[config.mk]
export PLATFORM = sky130hd
export DESIGN_NAME = blk_clamp_loop
export DESIGN_NICKNAME = d
export VERILOG_FILES = /design/src/rtl/blk_clamp_pkg.sv /design/src/rtl/blk_clamp_window.sv /design/src/rtl/blk_clamp_accum.sv /design/src/rtl/blk_clamp_update.sv /design/src/rtl/blk_clamp_loop.sv
export SDC_FILE = /design/constraint.sdc
export NUM_CORES = 1
export LEC_CHECK = 0
export ABC_AREA = 1
export BUFFER_PORTS_ARGS = -buffer_cell sky130_fd_sc_hd__buf_2
export CAP_MARGIN = 25
export CORE_ASPECT_RATIO = 1.1
export CORE_MARGIN = 2
export CORE_UTILIZATION = 56
export CTS_CLUSTER_SIZE = 25
export DETAILED_ROUTE_END_ITERATION = 7
export PLACE_DENSITY = 0.75
export SYNTH_ARGS = -nofsm -noshare
export SYNTH_HDL_FRONTEND = slang
export SYNTH_HIERARCHICAL = 1
export SYNTH_SLANG_ARGS = --single-unit
[constraint.sdc]
create_clock -name clk -period 2.8 [get_ports clk]
set_clock_uncertainty 0.05 [all_clocks]
set_input_delay 0.14 -clock clk [delete_from_list [all_inputs] [get_ports clk]]
set_output_delay 0.14 -clock clk [all_outputs]
set_load 0.01 [all_outputs]
[src/rtl/blk_clamp_pkg.sv]
package blk_clamp_pkg;

  // Window close event handed from the window tracker to the updater
  typedef struct packed {
    logic close;      // first inactive cycle after an active one
    logic qualified;  // enough valid samples were gathered
  } win_evt_t;

endpackage

[src/rtl/blk_clamp_window.sv]
module blk_clamp_window
  import blk_clamp_pkg::*;
#(
  parameter int CNT_W   = 8,
  parameter int MIN_WIN = 2
) (
  input  logic             clk,
  input  logic             rst_n,
  input  logic             clamp_strobe,
  input  logic             strobe_high,
  input  logic             clamp_en,
  input  logic             smp_valid,
  output logic             take,
  output win_evt_t         evt,
  output logic [CNT_W-1:0] count
);
  localparam logic [CNT_W-1:0] CNT_MAX = {CNT_W{1'b1}};
  localparam logic [CNT_W-1:0] CNT_MIN = CNT_W'(MIN_WIN);

  logic active, active_q;

  assign active    = strobe_high ? clamp_strobe : ~clamp_strobe;
  assign take      = active & smp_valid & clamp_en & (count != CNT_MAX);
  assign evt.close = active_q & ~active;
  assign evt.qualified = (count >= CNT_MIN);

  always_ff @(posedge clk) begin
    if (!rst_n) begin
      active_q <= 1'b0;
      count    <= '0;
    end else begin
      active_q <= active;
      if (evt.close || !clamp_en) count <= '0;
      else if (take)              count <= count + 1'b1;
    end
  end


  cnt_sat_chk: assert property (@(posedge clk) disable iff (!rst_n)
    (count == CNT_MAX && !evt.close && clamp_en) |=> (count == CNT_MAX));

endmodule

[src/rtl/blk_clamp_accum.sv]
module blk_clamp_accum #(
  parameter int DATA_W  = 12,
  parameter int LEVEL_W = 8,
  parameter int ACC_W   = 21
) (
  input  logic                     clk,
  input  logic                     rst_n,
  input  logic                     take,
  input  logic                     clear,
  input  logic [DATA_W-1:0]        smp_data,
  input  logic [LEVEL_W-1:0]       clamp_level,
  output logic signed [ACC_W-1:0]  acc
);
  localparam int ERR_W = DATA_W + 1;

  logic signed [ERR_W-1:0] err;
  logic signed [ACC_W-1:0] err_ext;

  assign err = $signed({1'b0, {(DATA_W-LEVEL_W){1'b0}}, clamp_level})
             - $signed({1'b0, smp_data});
  assign err_ext = {{(ACC_W-ERR_W){err[ERR_W-1]}}, err};

  always_ff @(posedge clk) begin
    if (!rst_n)      acc <= '0;
    else if (clear)  acc <= '0;
    else if (take)   acc <= acc + err_ext;
  end


  acc_idle_chk: assert property (@(posedge clk) disable iff (!rst_n)
    (!take && !clear) |=> $stable(acc));

endmodule

[src/rtl/blk_clamp_update.sv]
module blk_clamp_update
  import blk_clamp_pkg::*;
#(
  parameter int ACC_W      = 21,
  parameter int DAC_W      = 10,
  parameter int STEP_SHIFT = 4
) (
  input  logic                    clk,
  input  logic                    rst_n,
  input  win_evt_t                evt,
  input  logic                    clamp_en,
  input  logic signed [ACC_W-1:0] acc,
  output logic [DAC_W-1:0]        code
);
  localparam int SUM_W = ACC_W + 1;
  localparam logic [DAC_W-1:0] MID_CODE = DAC_W'(1 << (DAC_W - 1));
  localparam logic signed [SUM_W-1:0] TOP = $signed(SUM_W'((1 << DAC_W) - 1));

  logic signed [ACC_W-1:0] step;
  logic signed [SUM_W-1:0] nxt;
  logic [DAC_W-1:0]        clipped;
  logic                    apply;

  assign step  = acc >>> STEP_SHIFT;
  assign nxt   = $signed({{(SUM_W-DAC_W){1'b0}}, code}) + $signed({step[ACC_W-1], step});
  assign apply = evt.close & evt.qualified & clamp_en;

  always_comb begin
    if (nxt[SUM_W-1])   clipped = '0;
    else if (nxt > TOP) clipped = {DAC_W{1'b1}};
    else                clipped = nxt[DAC_W-1:0];
  end

  always_ff @(posedge clk) begin
    if (!rst_n)     code <= MID_CODE;
    else if (apply) code <= clipped;
  end


  sat_up_chk: assert property (@(posedge clk) disable iff (!rst_n)
    (apply && !step[ACC_W-1]) |=> (code >= $past(code)));

  sat_dn_chk: assert property (@(posedge clk) disable iff (!rst_n)
    (apply && step[ACC_W-1]) |=> (code <= $past(code)));

  code_hold_chk: assert property (@(posedge clk) disable iff (!rst_n)
    !(evt.close && clamp_en) |=> $stable(code));

endmodule

[src/rtl/blk_clamp_loop.sv]
module blk_clamp_loop
  import blk_clamp_pkg::*;
#(
  parameter int DATA_W     = 12,
  parameter int LEVEL_W    = 8,
  parameter int DAC_W      = 10,
  parameter int CNT_W      = 8,
  parameter int MIN_WIN    = 2,
  parameter int STEP_SHIFT = 4
) (
  input  logic               clk,
  input  logic               rst_n,
  input  logic               smp_valid,
  output logic               smp_ready,
  input  logic [DATA_W-1:0]  smp_data,
  input  logic               clamp_strobe,
  input  logic               strobe_high,
  input  logic               clamp_en,
  input  logic [LEVEL_W-1:0] clamp_level,
  output logic [DAC_W-1:0]   dac_code
);
  localparam int ACC_W = DATA_W + 1 + CNT_W;

  logic                    take;
  win_evt_t                evt;
  logic [CNT_W-1:0]        count;
  logic signed [ACC_W-1:0] acc;
  logic [DAC_W-1:0]        loop_code;

  assign smp_ready = 1'b1;

  blk_clamp_window #(.CNT_W(CNT_W), .MIN_WIN(MIN_WIN)) u_window (
    .clk(clk), .rst_n(rst_n), .clamp_strobe(clamp_strobe),
    .strobe_high(strobe_high), .clamp_en(clamp_en), .smp_valid(smp_valid),
    .take(take), .evt(evt), .count(count)
  );

  blk_clamp_accum #(.DATA_W(DATA_W), .LEVEL_W(LEVEL_W), .ACC_W(ACC_W)) u_accum (
    .clk(clk), .rst_n(rst_n), .take(take), .clear(evt.close | ~clamp_en),
    .smp_data(smp_data), .clamp_level(clamp_level), .acc(acc)
  );

  blk_clamp_update #(.ACC_W(ACC_W), .DAC_W(DAC_W), .STEP_SHIFT(STEP_SHIFT)) u_update (
    .clk(clk), .rst_n(rst_n), .evt(evt), .clamp_en(clamp_en), .acc(acc),
    .code(loop_code)
  );

  assign dac_code = clamp_en ? loop_code : DAC_W'(clamp_level);


  short_win_chk: assert property (@(posedge clk) disable iff (!rst_n)
    (evt.close && !evt.qualified) |=> $stable(loop_code));

  bypass_hold_chk: assert property (@(posedge clk) disable iff (!rst_n)
    !clamp_en |=> $stable(loop_code));

endmodule

; ---- After elaboration in Yosys (flattened, before gate mapping)
; Index checks and enable logic that the tools add are counted.
[word_totals]
register_bits = 40
latchBits = 0
mem_bits_rw = 0
rom_bits = 0
in_bits = 26
out_inout_bits = 11
wordCells = 30
mem_count = 0
[classes]
add_sub_neg = 4
mul = 0
div_mod_pow = 0
n_lt_le_gt_ge = 2
n_eq_ne = 1
shift = 0
mux = 4
bitwise_logic = 11
n_reduce_logical = 4
[op_table]
columns = cell, n
row1 = $mux W10, 3
row2 = $gt A22 B11 Y1 const B, 1
row3 = $add A21 B13 Y21, 1
row4 = $add A11 B17 Y18, 1
row5 = $sub A8 B12 Y13, 1
row6 = $add A8 B1 Y8 const B, 1
row7 = $ge A8 B2 Y1 const B, 1
row8 = $ne A8 B8 Y1 const B, 1
row9 = $and A1 B1 Y1, 6
row10 = $not A1 Y1, 4
row11 = $reduce_or A2 Y1, 2
row12 = $logic_not A1 Y1, 1
row13 = $logic_or A1 B1 Y1, 1
row14 = $mux W1, 1
row15 = $or A1 B1 Y1, 1

; ---- Longest topological paths before layout
; Gate-level depths: netlist (run 1).
[depth]
ltp_word = 6
mapped_depth = 23
depth_no_buf = 23

; ---- By module
; The synthesis (run 1) kept the hierarchy.
[by_module_without_submodules]
columns = mod, instances, cells_per_inst, area_per_inst_um2, seq_area_each_um2
row1 = blk_clamp_accum, 1, 457, 2650.0, 420.4
row2 = blk_clamp_update, 1, 207, 1255.0, 200.2
row3 = blk_clamp_window, 1, 94, 639.4, 180.2
row4 = blk_clamp_loop, 1, 34, 138.9, 0.0

; ---- Least setup slack after synthesis (run 1)
; OpenSTA, ideal clock, no wires.
[synth_path]
kind = in2reg
startpoint = in clamp_level[0]
endpoint = reg u_accum.acc[15]
setup_ps = 109
t_arrival_ps = 2513
required_ps = 2641
path_slack_ps = 128
cell_stages = 22
path_buffers = 0
cell_sequence = inv_1 ha_1 fa_1 nand3b_1 nand2_1 nand3_1 nand3_1 nand3_1 xnor2_1 inv_1 ha_1 nand2_1 inv_1 nand2_1 and2_4 nor2_1 nor2_1 nand2_1 nand2_1 nand3_1 nand2_1 inv_1
[synth_via]
elab_chain_len = 2
[synth_lines]
columns = item, line_no
row1 = from (decl), blk_clamp_loop.sv:19  ; input logic [LEVEL_W-1:0] clamp_level,
row2 = $sub A8 B12 Y13, blk_clamp_accum.sv:20  ; - $signed({1'b0, smp_data});
row3 = $add A21 B13 Y21, blk_clamp_accum.sv:26  ; else if (take) acc <= acc + err_ext;
row4 = to (signal assigned), blk_clamp_accum.sv:26
row5 = to (decl), blk_clamp_accum.sv:12  ; output logic signed [ACC_W-1:0] acc
; No other way between the ends.
; A chain may end at the register's enable or synchronous reset.

; ---- Worst setup path in the final report (run 1)
[layout_path]
startpoint = reg u_accum.acc[4]
endpoint = reg u_update.code[8]
[layout_via]
elab_chain_len = 4
[layout_lines]
columns = item, line_no
row1 = $add A11 B17 Y18 *, blk_clamp_update.sv:25  ; assign nxt = $signed({{(SUM_W-DAC_W){1'b0}}, code}) + $signed({step[ACC_W-1], step});
row2 = $gt A22 B11 Y1, blk_clamp_update.sv:30  ; else if (nxt > TOP) clipped = {DAC_W{1'b1}};
row3 = $mux W10, blk_clamp_update.sv:30
row4 = $mux W10 *, blk_clamp_update.sv:29  ; if (nxt[SUM_W-1]) clipped = '0;
row5 = to (signal assigned), blk_clamp_update.sv:36  ; else if (apply) code <= clipped;
row6 = to (decl), blk_clamp_update.sv:13  ; output logic [DAC_W-1:0] code
; Every way passes the cells marked *; elsewhere a longest branch is shown, timed or not.

==> results.json, run 1 <==
{
  "fin_crit_ns": 2.67,
  "grt_first_pass_wirelength_um": 20800,
  "design.final.nets": 920,
  "cts_tree": "yes",
  "worstMarginPinSlew_ns": 0.820,
  "worst_ep_required_time_ns": 2.93,
  "layout.core_utilization_pct": 66.7,
  "min_period_over_period_pct": 95.2,
  "switching_power_total_mw": 0.629,
  "detailedRoute.firstIterationViolations": 206,
  "post_synth_num_cell_types": 41,
  "cp_top_family": "simple AND/OR/NAND/NOR gates",
  "slew_headroom_pct": 45.2,
  "timing.final.ws_setup_ns": 0.133,
  "unrepaired_setup_endpoints_after_global_routing": "true",
  "pwr-share-clk_pct": 30.1,
  "synth_seq_cells": 40,
  "postSynthAreaPerCell_sq_um": 5.91,
  "p_int_mw": 1.12,
  "critPathSlowestCell": "sky130_fd_sc_hd__fa_1",
  "synthesis.area_sq_um": 4680,
  "boundaryPins": 37,
  "ys.warnings.count": 6,
  "wl_um": 12600,
  "cts_buffers": 5,
  "ff2ff_setup_slack_ns": 0.13,
  "setup.worst_path.class": "flip-flop to flip-flop",
  "synth_seq_area_share_pct": 17.1,
  "worst_setup_start_kind": "flip-flop",
  "max-vdd-ir-drop_mv": 0.217,
  "hold_buffers": 0,
  "critical_path.max_fanout": 10,
  "worst_ep_arrival_time_ns": 2.80,
  "worst_r2r_path_depth": 13,
  "overflow": 0,
  "cp_num_buf_inv": 2,
  "timing.fmax_mhz": 375,
  "synthDominantCellAreaShare_pct": 19.7,
  "finalHoldViolCount": 0,
  "port_buffers": 35,
  "grt_max_degree": 33,
  "gp_congestion": 0.948,
  "routed-via-count": 4981,
  "floorplan.die.width_um": 91.2,
  "syn-instance-count": 792,
  "postRouteAntennaNets": 0,
  "multiInputGateArea_sq_um": 3410,
  "detail_route.first_pass.iterations": 5,
  "syn_nets": 863,
  "cell_with_the_most_instances_on_the_worst_path": "sky130_fd_sc_hd__nand3_1",
  "static-leakage-power_nw": 3.10,
  "die_area_sq_um": 9110,
  "route.detailed.wl_per_inst_um": 13.1,
  "worst_path_largest_cell_delay_ns": 0.41,
  "floorplan.initialDensity_pct": 58.6,
  "max-cap-violations": 0,
  "finalSetupViolations": 0,
  "row_count": 34,
  "via_density_per_instance": 5.20,
  "post-place-ws_ns": -0.254,
  "chipHeight_um": 99.9,
  "worstPathCellList": "ha_1 > inv_1 > fa_1 > inv_1 > nand3_1 > nand3_1 > nand3_1 > nand3_1 > nand2_1 > o21ai_4 > nand3_1 > nand2_1 > a21oi_1",
  "synth-async-reset-ratio_pct": 0,
  "power_density_of_the_placed_cells_nw_per_um2": 328,
  "ys_top_cells_by_area": "sky130_fd_sc_hd__nand2_1, sky130_fd_sc_hd__dfxtp_1, sky130_fd_sc_hd__ha_1",
  "remaining_drc_errors": 0,
  "clk-insertion-delay-late_ns": 0.30,
  "core_region_area_sq_um": 8000,
  "clk_pin_slew_worst_paths_ns": 0.09,
  "final_layout_size_suffix_gt1_share_pct": 17.2,
  "netSwitchingFraction_pct": 36.0,
  "holdCritPathClass": "input pin to flip-flop",
  "antenna_found_initial": 0,
  "syn_to_final_growth_pct": 13.9,
  "grt_pass1_vias": 4762,
  "clk_path_buf_depth": 2,
  "cts.sinks": 40,
  "synth_edf_count": 0,
  "hpwlAfterDp_um": 9810,
  "fin_total_pwr_mw": 1.75,
  "regArea_sq_um": 801,
  "setup.worst_path.end_class": "flip-flop",
  "grt_util_all_layers_pct": 27.7,
  "pwr-share-seq_pct": 34.2,
  "synth_top_flop_cell": "sky130_fd_sc_hd__dfxtp_1",
  "slew_viol_final": 0,
  "synth_area_leader_cell": "sky130_fd_sc_hd__nand2_1",
  "ctsRootBufferMaster": "sky130_fd_sc_hd__clkbuf_8",
  "htree_levels": 2,
  "number_of_inserted_diodes": 0,
  "worst-path-stages": 13,
  "num-fill-cells": 732,
  "worst_hold_path.num_cells": 3,
  "comb_power_share_pct": 35.7,
  "status": "finished clean"
}
==> tightest hold or removal path, stage by stage <==
cell                     delay, ns
sky130_fd_sc_hd__buf_2        0.13
sky130_fd_sc_hd__inv_1        0.05
sky130_fd_sc_hd__nor2_1       0.03
==> through the flow <==
stage,hold WS [ns],cell area [sq um],cells,setup TNS (ns)
after global routing,0.0590,5330,958,-0.118
after global placement,0.353,5120,950,-0.953
after floorplan,0.202,4680,792,0
final,0.0340,5330,958,0
after CTS,0.0262,5240,958,0
after detailed placement,0.358,5120,950,-2.28
==> routing by layer <==
metal  vias up  share of wire (%)  GRT usage, %
met4         0                2.9          12.0
li1       2573                  -             -
met3        33                3.7          3.38
met2       129                 49          50.5
met5         -                  0             0
met1      2246                 44          32.7
==> power by group through the flow <==
stage,Combinational (mW),Sequential [mW],Clock [mW]
3_5_place_dp,0.589,0.610,0
5_1_grt,0.698,0.599,0.558
3_3_place_gp,0.580,0.609,0
6_report,0.624,0.597,0.526
4_1_cts,0.594,0.596,0.539
2_1_floorplan,0.427,0.604,0
==> cell families after synthesis <==
kind of cell / share of synthesized area [%]
other: 0.0801
buffers and inverters: 12.0
DFF: 17.1
and+or+nand+nor: 45.0
adders and majority gates: 12.5
AOI/OAI and AO/OA: 7.88
xor gates and xnor gates: 5.42
==> placed cells by master, fill, tap and decap left out, types with 3 or more instances in the layout <==
cell                       synthesis  layout
sky130_fd_sc_hd__nand2_2          22      25
sky130_fd_sc_hd__nor3_1            4       4
sky130_fd_sc_hd__buf_4             2      24
sky130_fd_sc_hd__o21ai_0          12      12
sky130_fd_sc_hd__xor2_1           18      18
sky130_fd_sc_hd__nor2_2           11      11
sky130_fd_sc_hd__nor2_4            4       5
sky130_fd_sc_hd__a21oi_2           0       5
sky130_fd_sc_hd__clkbuf_8          0       6
sky130_fd_sc_hd__ha_1             42      39
sky130_fd_sc_hd__xnor2_1          11      11
sky130_fd_sc_hd__nand3_1          72      68
sky130_fd_sc_hd__nand3_2           4       8
sky130_fd_sc_hd__inv_2             7       8
sky130_fd_sc_hd__buf_2             2      35
sky130_fd_sc_hd__o21bai_1          4       4
sky130_fd_sc_hd__nand4_1           5       5
sky130_fd_sc_hd__a21oi_1          43      38
sky130_fd_sc_hd__nand2_1         246     243
sky130_fd_sc_hd__nor2_1           80      79
sky130_fd_sc_hd__nand3b_1          4       4
sky130_fd_sc_hd__dfxtp_1          40      40
sky130_fd_sc_hd__nand2_4           3       3
sky130_fd_sc_hd__inv_1           126     125
==> path summary, 6_finish.rpt <==
| check | startpoint | endpoint |
|---|---|---|
| min reg2reg | u_accum/acc[0] | u_accum/acc[0] |
| max | u_accum/acc[4] | u_update/code[8] |
| max reg2reg | u_accum/acc[4] | u_update/code[8] |
| min | rst_n | u_window/active_q |
==> synth_stat cells (2+ instances only) <==
cell type	number
sky130_fd_sc_hd__a21boi_1	2
sky130_fd_sc_hd__a21oi_1	43
sky130_fd_sc_hd__and2_4	2
sky130_fd_sc_hd__buf_2	2
sky130_fd_sc_hd__buf_4	2
sky130_fd_sc_hd__clkbuf_1	4
sky130_fd_sc_hd__clkinv_1	2
sky130_fd_sc_hd__dfxtp_1	40
sky130_fd_sc_hd__fa_1	3
sky130_fd_sc_hd__ha_1	42
sky130_fd_sc_hd__inv_1	126
sky130_fd_sc_hd__inv_2	7
sky130_fd_sc_hd__nand2_1	246
sky130_fd_sc_hd__nand2_2	22
sky130_fd_sc_hd__nand2_4	3
sky130_fd_sc_hd__nand3_1	72
sky130_fd_sc_hd__nand3_2	4
sky130_fd_sc_hd__nand3b_1	4
sky130_fd_sc_hd__nand4_1	5
sky130_fd_sc_hd__nor2_1	80
sky130_fd_sc_hd__nor2_2	11
sky130_fd_sc_hd__nor2_4	4
sky130_fd_sc_hd__nor3_1	4
sky130_fd_sc_hd__nor4_1	3
sky130_fd_sc_hd__o21ai_0	12
sky130_fd_sc_hd__o21ai_1	2
sky130_fd_sc_hd__o21bai_1	4
sky130_fd_sc_hd__xnor2_1	11
sky130_fd_sc_hd__xor2_1	18
==> state kept, by name (all words and copies together), names as in the netlist <==
name / count
u_window/count: 8
u_accum/acc: 21
u_window/active_q: 1
u_update/code: 10
==> area by class of cell <==
type / instances / area share [%]
clock buffers: 6 / 1.55
clock inverters: 2 / 0.727
inverters: 136 / 9.62
multi-input cells: 607 / 63.9
flip-flops and latches: 40 / 15.0
well taps: 108 / 2.53
repair buffers: 59 / 6.66
==> what timing repair did <==
item	CTS	global route
endpoints found under the setup margin	0	13
gates resized for setup	0	20
setup buffers	0	0
No activity file was read; power rests on OpenSTA's default activity.
==> run 2: changes to the inputs <==
BUFFER_PORTS_ARGS = default   (was -buffer_cell sky130_fd_sc_hd__buf_2)
CORE_UTILIZATION = 59   (was 56)
DONT_BUFFER_PORTS = 1   (was default)
==> results.json, run 2 (synthesis results as in run 1) <==
{
  "fin_area_sq_um": 5020,
  "power_density_of_the_placed_cells_nw_per_um2": 309,
  "worst_path_largest_cell_delay_ns": 0.40,
  "floorplan.die.width_um": 88.9,
  "setup.worst_path.class": "input pin to flip-flop",
  "max-cap-violations": 0,
  "final_layout_size_suffix_gt1_share_pct": 10.9,
  "status": "finished clean",
  "worst_setup_start_kind": "input pin",
  "detail_route.first_pass.iterations": 5,
  "static-leakage-power_nw": 2.90,
  "htree_levels": 2,
  "slew_headroom_pct": 41.6,
  "max-vdd-ir-drop_mv": 0.193,
  "design.final.nets": 881,
  "detailedRoute.firstIterationViolations": 253,
  "via_density_per_instance": 5.22,
  "overflow": 0,
  "cp_top_family": "simple AND/OR/NAND/NOR gates",
  "clk_pin_slew_worst_paths_ns": 0.09,
  "postRouteAntennaNets": 0,
  "grt_util_all_layers_pct": 28.9,
  "cts_tree": "yes",
  "worst_ep_required_time_ns": 2.96,
  "fin_crit_ns": 2.60,
  "largest-register": "u_accum/acc",
  "number_of_inserted_diodes": 0,
  "ctsRootBufferMaster": "sky130_fd_sc_hd__clkbuf_8",
  "finalHoldViolCount": 0,
  "worst_ep_arrival_time_ns": 2.76,
  "final_cell_mix": "sky130_fd_sc_hd__nand2_1, sky130_fd_sc_hd__inv_1, sky130_fd_sc_hd__nor2_1",
  "placed_cells": 910,
  "row_count": 34,
  "unrepaired_setup_endpoints_after_global_routing": "false",
  "hpwlAfterDp_um": 9640,
  "slew_viol_final": 0,
  "cts.sinks": 40,
  "cp_num_buf_inv": 4,
  "core_region_area_sq_um": 7830,
  "worstPathCellList": "inv_1 > ha_1 > fa_1 > nand3b_1 > nand2_1 > nand3_1 > nand3_1 > xor2_1 > inv_1 > ha_1 > nand2_1 > inv_1 > a21oi_1 > nand3_1 > nand2_1 > nand2_1 > nand2_1 > nand3_1 > nand2_1 > inv_1",
  "holdCritPathClass": "input pin to flip-flop",
  "clk-insertion-delay-late_ns": 0.30,
  "grt_first_pass_wirelength_um": 20100,
  "chipHeight_um": 97.4,
  "floorplan.initialDensity_pct": 59.8,
  "antenna_found_initial": 0,
  "layout_commonest_cell": "sky130_fd_sc_hd__nand2_1",
  "cts_buffers": 5,
  "critical_path.max_fanout": 4,
  "wl_um": 12000,
  "critPathSlowestCell": "sky130_fd_sc_hd__fa_1",
  "cts_setup_buffers": 0,
  "min_period_over_period_pct": 92.9,
  "route.detailed.wl_per_inst_um": 13.1,
  "grt_pass1_vias": 4666,
  "remaining_drc_errors": 0,
  "gp_congestion": 0.945,
  "grt_max_degree": 33,
  "port_buffers": 0,
  "cell_with_the_most_instances_on_the_worst_path": "sky130_fd_sc_hd__nand2_1",
  "setup.worst_path.end_class": "flip-flop",
  "clk_path_buf_depth": 2,
  "timing.fmax_mhz": 384,
  "worstMarginPinSlew_ns": 0.874,
  "routed-via-count": 4796,
  "placed_area_sq_um": 4910,
  "syn_to_final_growth_pct": 7.16,
  "setup-tns-final_ns": 0,
  "die_area_sq_um": 8670,
  "stdcell_count": 918,
  "reg_top3": "u_accum/acc (21), u_update/code (10), u_window/count (8)",
  "finalSetupViolations": 0,
  "boundaryPins": 37,
  "largest_register_ff_count": 21
}
-- run 2: where the power goes --
group	switching [mW]	leakage, nW	internal (mW)
clock	0.222	0.0410	0.170
combinational	0.347	2.54	0.216
sequential	0.0164	0.324	0.580
total	0.585	2.90	0.966
-- run 2: tightest hold or removal path: cells and delay by family --
| kind | cells | cell delay (ns) |
|---|---|---|
| simple gates | 3 | 0.19 |
-- run 2: path summary, 6_finish.rpt --
kind               startpoint                 to  slack, ns  cells past startpoint
max            clamp_level[0]    u_accum/acc[17]       0.20                     20
min               strobe_high  u_window/active_q       0.01                      3
min reg2reg  u_update/code[6]   u_update/code[6]       0.45                      2
max reg2reg    u_accum/acc[4]   u_update/code[3]       0.25                     17
-- run 2: layout make-up --
| class | count | area, sq um |
|---|---|---|
| clock buffers | 6 | 72.6 |
| well taps | 108 | 135 |
| multi-input cells | 607 | 3340 |
| repair buffers | 20 | 153 |
| fillers | 772 | 2810 |
| flip-flops and latches | 40 | 801 |
| clock inverters | 1 | 5.00 |
| inverters | 136 | 513 |
-- run 2: repair_timing --
action / 4_1_cts / 5_1_grt
resized for setup: 0 / 5
setup endpoints to repair: 0 / 9
hold buffers: 1 / 0
hold endpoints to repair: 1 / 0
-- run 2: through the flow --
| step | utilization [%] | setup WS (ns) | power, mW | hold WS, ns |
|---|---|---|---|---|
| global route | 64.1 | 0.00244 | 1.65 | 0.0114 |
| global placement | 62.7 | -0.0475 | 1.15 | 0.207 |
| detailed placement | 62.7 | -0.126 | 1.16 | 0.213 |
| finish | 64.1 | 0.198 | 1.55 | 0.0128 |
| CTS | 63.8 | 0.172 | 1.55 | 0.00727 |
| floorplan | - | 0.128 | 1.03 | 0.202 |
-- run 2: per-layer routing --
layer	vias to the layer above	GRT usage, %	part of all wire, %
met3	21	3.91	4.0
met2	103	52.2	51
met1	2180	33.7	43
li1	2492	-	-
met5	-	0	0
met4	0	10.8	2.7
==> run 3: changes to the inputs <==
CORE_MARGIN = 4   (was 2)
MAX_ROUTING_LAYER = met4   (was default)
PLACE_DENSITY = 0.78   (was 0.75)
==> results.json, run 3 (synthesis results as in run 1) <==
{
  "clk_pin_slew_worst_paths_ns": 0.10,
  "status": "finished clean",
  "wl_met1_um": 5060,
  "die_area_sq_um": 9430,
  "route.detailed.wl_per_inst_um": 13.4,
  "design.final.nets": 874,
  "wl_um": 12200,
  "layout.core_utilization_pct": 65.8,
  "power_density_of_the_placed_cells_nw_per_um2": 333,
  "layout_commonest_cell": "sky130_fd_sc_hd__nand2_1",
  "cell_with_the_most_instances_on_the_worst_path": "sky130_fd_sc_hd__nand3_1",
  "setup.worst_path.class": "flip-flop to flip-flop",
  "fin_area_sq_um": 5000,
  "postRouteAntennaNets": 0,
  "max-cap-violations": 0,
  "cts_tree": "yes",
  "holdCritPathClass": "input pin to flip-flop",
  "detailedRoute.firstIterationViolations": 258,
  "row_count": 33,
  "setup.worst_path.end_class": "flip-flop",
  "worst_setup_start_kind": "flip-flop",
  "finalSetupViolations": 0,
  "final_layout_size_suffix_gt1_share_pct": 10.3,
  "chipHeight_um": 101,
  "hpwlAfterDp_um": 9770,
  "floorplan.initialDensity_pct": 61.6,
  "cts_buffers": 5,
  "slew_headroom_pct": 42.2,
  "max-vdd-ir-drop_mv": 0.212,
  "remaining_drc_errors": 0,
  "timing.fmax_mhz": 383,
  "critPathSlowestCell": "sky130_fd_sc_hd__dfxtp_1",
  "clk_path_buf_depth": 2,
  "htree_levels": 2,
  "top_layer": "met4",
  "reg_top3": "u_accum/acc (21), u_update/code (10), u_window/count (8)",
  "grt_pass1_vias": 4732,
  "slew_viol_final": 0,
  "ctsRootBufferMaster": "sky130_fd_sc_hd__clkbuf_8",
  "gp_congestion": 0.962,
  "finalHoldViolCount": 0,
  "min_period_over_period_pct": 93.2,
  "met3RoutedLength_um": 583,
  "routed-via-count": 4890,
  "worstMarginPinSlew_ns": 0.865,
  "worst_ep_required_time_ns": 2.95,
  "grt_first_pass_wirelength_um": 20900,
  "wl_met2_um": 6330,
  "number_of_inserted_diodes": 0,
  "cts.sinks": 40,
  "worst_hold_path.num_cells": 3,
  "setup-tns-final_ns": 0,
  "static-leakage-power_nw": 2.88,
  "fin_crit_ns": 2.61,
  "critical_path.max_fanout": 10,
  "largest_register_ff_count": 21,
  "largest-register": "u_accum/acc",
  "grt_util_all_layers_pct": 28.0,
  "unrepaired_setup_endpoints_after_global_routing": "false",
  "worst_ep_arrival_time_ns": 2.76,
  "worstPathCellList": "ha_1 > inv_1 > fa_1 > inv_1 > nand3_1 > nand3_1 > nand3_1 > nand3_1 > nand2_1 > o21ai_4 > nand3_1 > nand2_1 > a21oi_1",
  "num-fill-cells": 752,
  "core_region_area_sq_um": 7600,
  "via_density_per_instance": 5.38,
  "cts_setup_buffers": 0,
  "syn_to_final_growth_pct": 6.71,
  "final_cell_mix": "sky130_fd_sc_hd__nand2_1, sky130_fd_sc_hd__inv_1, sky130_fd_sc_hd__nor2_1",
  "clk-insertion-delay-late_ns": 0.32,
  "port_buffers": 0,
  "worst_r2r_path_depth": 13,
  "boundaryPins": 37,
  "floorplan.die.width_um": 92.9,
  "grt_max_degree": 33,
  "worst_path_largest_cell_delay_ns": 0.40,
  "antenna_found_initial": 0,
  "overflow": 0,
  "placed_area_sq_um": 4850,
  "detail_route.first_pass.iterations": 5,
  "finalHoldWorstSlack_ns": 0.0115
}
-- run 3: stage by stage --
step	total power, mW	setup WS (ns)	cells
after floorplan	1.03	0.128	792
after global placement	1.13	-0.0394	900
after global routing	1.77	0.00398	909
final	1.67	0.190	909
after CTS	1.66	0.168	909
after detailed placement	1.14	-0.153	900
-- run 3: power breakdown --
group	internal [mW]	total (mW)	switching, mW
Clock	0.269	0.519	0.250
Sequential	0.580	0.597	0.0164
Combinational	0.203	0.550	0.347
Total	1.05	1.67	0.613
-- run 3: timing repair --
item / 4_1_cts / 5_1_grt
gates resized for setup: 0 / 4
endpoints found under the setup margin: 0 / 6
endpoints found under the hold margin: 1 / 0
hold buffers: 1 / 0
-- run 3: critical path: cells and delay by family (launching register included) --
| family | cells | cell delay [ns] |
|---|---|---|
| flip-flops | 1 | 0.40 |
| AND/OR/NAND/NOR | 7 | 0.89 |
| adder cells (fa/ha/maj) | 2 | 0.59 |
| buffers and inverters | 2 | 0.18 |
| AO/OA/AOI/OAI | 2 | 0.36 |
-- run 3: layout make-up --
class / instances / area [sq um] / area share (%)
Timing Repair Buffer: 13 / 100 / 2.00
Sequential cell: 40 / 801 / 16.0
Tap cell: 105 / 131 / 2.63
Inverter: 136 / 513 / 10.3
Multi-Input combinational cell: 607 / 3340 / 66.8
Clock buffer: 5 / 68.8 / 1.38
Clock inverter: 3 / 46.3 / 0.926
-- run 3: final timing paths --
check / endpoint / slack [ns] / startpoint
worst max-delay path: u_update/code[4] / 0.19 / u_accum/acc[4]
worst min register to register: u_accum/acc[0] / 0.42 / u_accum/acc[0]
worst max register to register: u_update/code[4] / 0.19 / u_accum/acc[4]
worst min-delay path: u_window/active_q / 0.01 / strobe_high
-- run 3: per-layer routing --
layer  track usage [%]  vias to the layer above
met3              3.12                       30
met4              8.23                        0
met1              30.9                     2255
met2              52.7                      122
li1                  -                     2483
met5                 -                        -
